`src/rtl/rtc_flagctl_pkg.sv`:
```
// Shared widths and the test control layout for the flag/control register file.
// Assumes an 8-bit data bus.
package rtc_flagctl_pkg;
    localparam int DATA_W     = 8;
    localparam int PER_FLAGS  = 6;   // clear-on-read flags at the low end of the periodic register
    localparam int STAT_FLAGS = 4;   // write-one-clear flags in the status register
    localparam int STAT_LSB   = 2;   // first status flag bit position
    localparam int STAT_RW_LSB = STAT_LSB + STAT_FLAGS;           // plain storage bits
    localparam int STAT_RW_W   = DATA_W - STAT_RW_LSB;
    localparam int PER_TEN_BIT  = DATA_W - 1;                     // test enable
    localparam int PER_DUAL_BIT = DATA_W - 2;                     // osc flag read / supply write

    // Test control register, bit 7 down to bit 0.
    typedef struct packed {
        logic osc_fail_dis;
        logic t1_xtal;
        logic t0_xtal;
        logic t1_sig;
        logic t0_sig;
        logic msb_clk;
        logic cnt_test;
        logic dir_clk;
    } tst_ctrl_t;
endpackage

```
`src/rtl/ev_flag_bank.sv`:
```
// A bank of N sticky event flags. A set pulse wins over a clear request in the
// same cycle. The parent builds the clear requests (from a read or a write-one).
// Assumes set and clear are synchronous to clk.
module ev_flag_bank #(
    parameter int N = 4
) (
    input  logic         clk,
    input  logic         rst_n,
    input  logic [N-1:0] set_i,
    input  logic [N-1:0] clr_i,
    output logic [N-1:0] q_o
);
    for (genvar b = 0; b < N; b++) begin : g_bit
        logic flag_r;
        // One flag: set dominates clear, holds otherwise.
        always_ff @(posedge clk) begin
            if (!rst_n)
                flag_r <= 1'b0;
            else if (set_i[b])
                flag_r <= 1'b1;
            else if (clr_i[b])
                flag_r <= 1'b0;
        end
        assign q_o[b] = flag_r;
    end
endmodule

```
`src/rtl/test_ram_alias.sv`:
```
// One address that holds two bytes: a RAM byte used while test mode is off and
// the test control register used while it is on. Controls leave the block
// only while test mode is on. Assumes writes are one-cycle strobes.
module test_ram_alias
    import rtc_flagctl_pkg::*;
(
    input  logic              clk,
    input  logic              rst_n,
    input  logic              test_en,
    input  logic              wr_i,
    input  logic [DATA_W-1:0] wdata_i,
    output logic [DATA_W-1:0] rdata_o,
    output tst_ctrl_t         ctrl_o
);
    logic [DATA_W-1:0] ram_q;
    logic [DATA_W-1:0] tst_q;

    // RAM byte: written only while test mode is off.
    always_ff @(posedge clk) begin
        if (!rst_n)
            ram_q <= '0;
        else if (wr_i && !test_en)
            ram_q <= wdata_i;
    end

    // Test register: written only while test mode is on; resets inactive.
    always_ff @(posedge clk) begin
        if (!rst_n)
            tst_q <= '0;
        else if (wr_i && test_en)
            tst_q <= wdata_i;
    end

    // Read selection and gated control outputs.
    always_comb begin
        rdata_o = test_en ? tst_q : ram_q;
        ctrl_o  = test_en ? tst_ctrl_t'(tst_q) : '0;
    end
endmodule

```
`src/rtl/supply_mon.sv`:
```
// Oscillator-failure flag and supply-mode bit. A live failure (not disabled)
// is registered as the flag and presets single-supply mode, overriding a
// software write in the same cycle. Assumes osc_fail_det is synchronous.
module supply_mon (
    input  logic clk,
    input  logic rst_n,
    input  logic osc_fail_det,
    input  logic dis_i,
    input  logic mode_wr_i,
    input  logic mode_val_i,
    output logic osc_flag_o,
    output logic single_supply_o
);
    logic fail_live;

    // Failure that counts: detector high and not disabled.
    always_comb fail_live = osc_fail_det & ~dis_i;

    // Failure flag follows the qualified detector one cycle later.
    always_ff @(posedge clk) begin
        if (!rst_n)
            osc_flag_o <= 1'b0;
        else
            osc_flag_o <= fail_live;
    end

    // Supply mode: failure preset first, then software write.
    always_ff @(posedge clk) begin
        if (!rst_n)
            single_supply_o <= 1'b0;
        else if (fail_live)
            single_supply_o <= 1'b1;
        else if (mode_wr_i)
            single_supply_o <= mode_val_i;
    end
endmodule

```
`src/rtl/rtc_flagctl_regs.sv`:
```
// Top of the flag/control register file. Decodes the bus, owns the test
// enable and status storage bits, and muxes read data. Read data is
// combinational; read and write side effects land at the next edge.
// Assumes rd and wr strobes are one cycle per access.
module rtc_flagctl_regs
    import rtc_flagctl_pkg::*;
#(
    parameter int ADDR_W    = 5,
    parameter int MSR_ADDR  = 0,
    parameter int PFR_ADDR  = 3,
    parameter int TEST_ADDR = 31
) (
    input  logic              clk,
    input  logic              rst_n,
    input  logic              bus_rd,
    input  logic              bus_wr,
    input  logic [ADDR_W-1:0] bus_addr,
    input  logic [DATA_W-1:0] bus_wdata,
    output logic [DATA_W-1:0] bus_rdata,
    input  logic [PER_FLAGS-1:0]  evt_periodic,
    input  logic [STAT_FLAGS-1:0] evt_status,
    input  logic              osc_fail_det,
    output logic              test_active,
    output logic              dir_clk,
    output logic              cnt_test,
    output logic              msb_clk_en,
    output logic              t0_sig_route,
    output logic              t1_sig_route,
    output logic              t0_xtal_route,
    output logic              t1_xtal_route,
    output logic              oscfail_dis,
    output logic              single_supply
);
    localparam logic [ADDR_W-1:0] A_MSR = ADDR_W'(MSR_ADDR);
    localparam logic [ADDR_W-1:0] A_PFR = ADDR_W'(PFR_ADDR);
    localparam logic [ADDR_W-1:0] A_TST = ADDR_W'(TEST_ADDR);

    logic hit_msr, hit_pfr, hit_tst;
    logic pfr_rd, pfr_wr, msr_wr, tst_wr;
    logic test_en;
    logic [STAT_RW_W-1:0]  msr_rw;
    logic [PER_FLAGS-1:0]  per_q;
    logic [STAT_FLAGS-1:0] stat_q;
    logic [STAT_FLAGS-1:0] stat_clr;
    logic [DATA_W-1:0]     tst_rd;
    tst_ctrl_t             ctrl;
    logic                  osc_flag;

    // Address decode and access strobes.
    always_comb begin
        hit_msr = (bus_addr == A_MSR);
        hit_pfr = (bus_addr == A_PFR);
        hit_tst = (bus_addr == A_TST);
        pfr_rd  = bus_rd & hit_pfr;
        pfr_wr  = bus_wr & hit_pfr;
        msr_wr  = bus_wr & hit_msr;
        tst_wr  = bus_wr & hit_tst;
        stat_clr = msr_wr ? bus_wdata[STAT_LSB +: STAT_FLAGS] : '0;
    end

    // Test enable bit of the periodic register.
    always_ff @(posedge clk) begin
        if (!rst_n)
            test_en <= 1'b0;
        else if (pfr_wr)
            test_en <= bus_wdata[PER_TEN_BIT];
    end

    // Plain storage bits of the status register.
    always_ff @(posedge clk) begin
        if (!rst_n)
            msr_rw <= '0;
        else if (msr_wr)
            msr_rw <= bus_wdata[STAT_RW_LSB +: STAT_RW_W];
    end

    ev_flag_bank #(.N(PER_FLAGS)) u_per_flags (
        .clk   (clk),
        .rst_n (rst_n),
        .set_i (evt_periodic),
        .clr_i ({PER_FLAGS{pfr_rd}}),
        .q_o   (per_q)
    );

    ev_flag_bank #(.N(STAT_FLAGS)) u_stat_flags (
        .clk   (clk),
        .rst_n (rst_n),
        .set_i (evt_status),
        .clr_i (stat_clr),
        .q_o   (stat_q)
    );

    test_ram_alias u_alias (
        .clk     (clk),
        .rst_n   (rst_n),
        .test_en (test_en),
        .wr_i    (tst_wr),
        .wdata_i (bus_wdata),
        .rdata_o (tst_rd),
        .ctrl_o  (ctrl)
    );

    supply_mon u_supply (
        .clk             (clk),
        .rst_n           (rst_n),
        .osc_fail_det    (osc_fail_det),
        .dis_i           (ctrl.osc_fail_dis),
        .mode_wr_i       (pfr_wr),
        .mode_val_i      (bus_wdata[PER_DUAL_BIT]),
        .osc_flag_o      (osc_flag),
        .single_supply_o (single_supply)
    );

    // Read data mux; zero when idle or unmapped.
    always_comb begin
        bus_rdata = '0;
        if (bus_rd) begin
            if (hit_msr)
                bus_rdata = {msr_rw, stat_q, {STAT_LSB{1'b0}}};
            else if (hit_pfr)
                bus_rdata = {test_en, osc_flag, per_q};
            else if (hit_tst)
                bus_rdata = tst_rd;
        end
    end

    // Decoded control outputs.
    always_comb begin
        test_active   = test_en;
        dir_clk       = ctrl.dir_clk;
        cnt_test      = ctrl.cnt_test;
        msb_clk_en    = ctrl.msb_clk;
        t0_sig_route  = ctrl.t0_sig;
        t1_sig_route  = ctrl.t1_sig;
        t0_xtal_route = ctrl.t0_xtal;
        t1_xtal_route = ctrl.t1_xtal;
        oscfail_dis   = ctrl.osc_fail_dis;
    end
endmodule

```
`config.mk`:
```
export PLATFORM = sky130hd
export DESIGN_NAME = rtc_flagctl_regs
export DESIGN_NICKNAME = d
export VERILOG_FILES = /design/src/rtl/rtc_flagctl_pkg.sv /design/src/rtl/ev_flag_bank.sv /design/src/rtl/test_ram_alias.sv /design/src/rtl/supply_mon.sv /design/src/rtl/rtc_flagctl_regs.sv
export SDC_FILE = /design/constraint.sdc
export NUM_CORES = 1
export LEC_CHECK = 0
export BUFFER_PORTS_ARGS = -buffer_cell sky130_fd_sc_hd__buf_2
export CAP_MARGIN = 20
export CORE_MARGIN = 2
export CORE_UTILIZATION = 52
export CTS_BUF_LIST = sky130_fd_sc_hd__clkbuf_16
export CTS_CLUSTER_DIAMETER = 200
export DETAILED_ROUTE_END_ITERATION = 12
export PLACE_DENSITY = 0.88
export SYNTH_ARGS = -nofsm -noshare
export SYNTH_HDL_FRONTEND = slang
export SYNTH_SLANG_ARGS = --single-unit
```
`constraint.sdc`:
```
create_clock -name clk -period 1.42 [get_ports clk]
set_input_delay 0.071 -clock clk [delete_from_list [all_inputs] [get_ports clk]]
set_output_delay 0.071 -clock clk [all_outputs]
set_load 0.02 [all_outputs]
```
==> out/metrics.yaml <==
power_density_nw_per_um2: 962
numPlacedInstances: 284
crit_required_ns: 1.55
p_comb_frac: 0.104
die_y_um: 60.9
status: "complete, but fails checks"
setup_ws_ns: -0.240
synth-seq-cells: 31
synth.area.top_cells: "dfxtp_1 (37%), a21boi_0 (8.0%), nand3_1 (7.7%)"
netlist.area_leader.share: 0.369
placed_area_um2: 2030
slowest_stage: "dfxtp_4"
async_reset_ff_frac: 0
synth-edff-count: 0
cts_num_sinks: 31
cp-end-kind: "flip-flop"
synthCells: 199
worstPathArrival_ns: 1.79
p_switching_w: 0.000539
crit_chain: "clkbuf_16 > buf_4 > nand3b_1 > o21ai_0 > a21boi_0"
hp-class: "primary input to flip-flop"
synth-seq-area-share: 0.369
grt_usage: 0.282
grt_antenna_before_repair: 0
start_kind: "flip-flop"
worst_pin_slew_ns: 0.506
slew_violations: 0
cts_tree: "yes"
via_per_inst: 6.15
area_growth_pct: 45.8
hpwl_mm: 3.09
insertion_delay_ns: 0.28
dieArea_um2: 3710
cts_buffers: 5
antenna_left: 0
grt-ovfl-total: 0
die_w_um: 60.9
syn_area_per_cell_um2: 8.46
fin_cells: 302
p_int_w: 0.00182
path_max_fanout: 8
setup_viol: 16
nNetsFinal: 285
drc: 0
syn-num-nets: 227
start_util: 0.547
p_seq_frac: 0.387
post-route-min-period_ns: 1.66
violations: "negative hold slack, negative setup slack"
diodes: 0
first_global_vias: 1673
clk_pin_slew_ns: 0.05
max_freq_mhz: 603
grt_setup_unrepaired: "yes"
p_leak_nw: 0.937
grt_max_degree: 34
hold_viol_final: 2
max_cap_violations: 0
drtPass1Iterations: 5
design_area_um2: 2450
slew_headroom: 0.662
yosysWarningCount: 0
p_sw_frac: 0.228
clockBufferDepth: 2
clock-skew-final_ns: 0.00273
num_vias: 1857
gp_congestion: 0.926
finalCritPeriodShare: 1.17
worstSetupPathType: "flip-flop to flip-flop"
rrSetupSlack_ns: -0.24
syn-cell-area_um2: 1680
drt-initial-drc-count: 175
hold_slack_ns: -0.00149
final_layout_size_suffix_gt1_frac: 0.384
vdd_drop_max_v: 0.000916
rows: 20
wire_per_inst_um: 19.1
synth-main-ff-cell: "dfxtp_1"
io_buffers: 45
pwr-share-clk: 0.509
max_stage_delay_ns: 0.37
ctsHtreeMaxLevel: 2
cts-root-buf: "clkbuf_16"
pin_count: 46
synth.distinct_cells: 30
core_um2: 3080
yosys.area.top_type: "dfxtp_1"
routed_wl_mm: 5.77
grt_pass1_wl_mm: 7.57
final timing paths:
check	start	to	cells after the start
min reg2reg	msr_rw[1]	msr_rw[1]	2
max	test_active	u_alias.ram_q[6]	5
max reg2reg	test_active	u_alias.ram_q[6]	5
min	evt_periodic[4]	u_per_flags.g_bit[4].flag_r	2
layout make-up:
cell class,count,area (um^2)
inverters,6,22.5
repair buffers,69,515
flip-flops and latches,31,624
multi-input cells,144,1070
clock inverters,3,38.8
fillers,179,624
well taps,44,55.1
clock buffers,5,125
critical path, delay by kind of cell, from the launching register on:
family	cells	cell delay [ns]
AND/OR/NAND/NOR	1	0.33
flip-flops	1	0.37
AO/OA/AOI/OAI	2	0.52
buffers and inverters	2	0.28
layout by cell type (no fill, tap or decap), types with 3 or more instances in the layout:
cell type	count
nand3b_1	3
inv_1	6
o21a_1	12
a21oi_1	6
clkbuf_16	6
mux2i_1	6
dfxtp_1	30
buf_4	18
a31oi_1	4
dlygate4sd3_1	3
nor3b_2	5
nand3_1	24
a21boi_0	17
nand2_1	4
buf_2	34
o21ai_0	20
o221a_1	6
o21ai_1	3
buf_6	12
and2_1	4
and2_4	3
through the flow:
step	worst slack, ns	setup TNS (ns)	power, W	utilization
CTS	-0.173	-1.09	0.00233	0.746
global route	-0.242	-2.41	0.00242	0.797
global placement	-0.0439	-0.209	0.00114	0.658
detailed placement	-0.0580	-0.284	0.00114	0.658
floorplan	0.00485	0	0.00104	-
finish	-0.240	-1.73	0.00236	0.797
timing repair:
item / in CTS / in global routing
pin swaps: 7 / 8
setup endpoints to repair: 8 / 18
hold endpoints to repair: 3 / 0
hold buffers: 3 / 0
gates resized for setup: 15 / 35
setup buffers: 4 / 2
gates cloned: 0 / 1
per-layer routing:
metal	track usage	vias up	wire length (um)
met4	0.143	0	260
met1	0.354	845	2170
met3	0.0832	36	548
met2	0.439	130	2790
met5	0	-	0
li1	-	846	-
synthesized netlist by cell type, types with 2 or more instances:
cell type,instances
nand3_1,26
mux2i_1,10
nor3b_1,6
o21a_1,12
and3_1,3
nand3b_1,3
o221a_1,6
inv_1,6
or3b_2,2
and2_1,7
a21boi_0,18
nand4_1,2
o21ai_0,23
buf_2,3
a21oi_1,8
a31oi_1,4
dfxtp_1,31
clkbuf_1,13
nand2_1,5
power by group through the flow:
stage	clock, W	sequential [W]	combinational (W)
2_1_floorplan	0	0.000927	0.000115
3_3_place_gp	0	0.000929	0.000208
3_5_place_dp	0	0.000930	0.000212
4_1_cts	0.00120	0.000911	0.000225
5_1_grt	0.00125	0.000913	0.000261
6_report	0.00120	0.000913	0.000245
flip-flops by register name, indices dropped and copies added, names as in the netlist:
register	count
u_alias.ram_q	8
u_alias.tst_q	8
u_per_flags.g_bit.flag_r	6
u_stat_flags.g_bit.flag_r	4
msr_rw	2
test_active	1
u_supply.osc_flag_o	1
u_supply.single_supply_o	1
logic make-up after synthesis:
group	after synthesis	synth area share
DFF	31	0.369
muxes	10	0.0595
and+or+nand+nor	62	0.225
buffers and inverters	24	0.0602
AOI/OAI and AO/OA	72	0.286
Power figures use the tool's default switching activity.
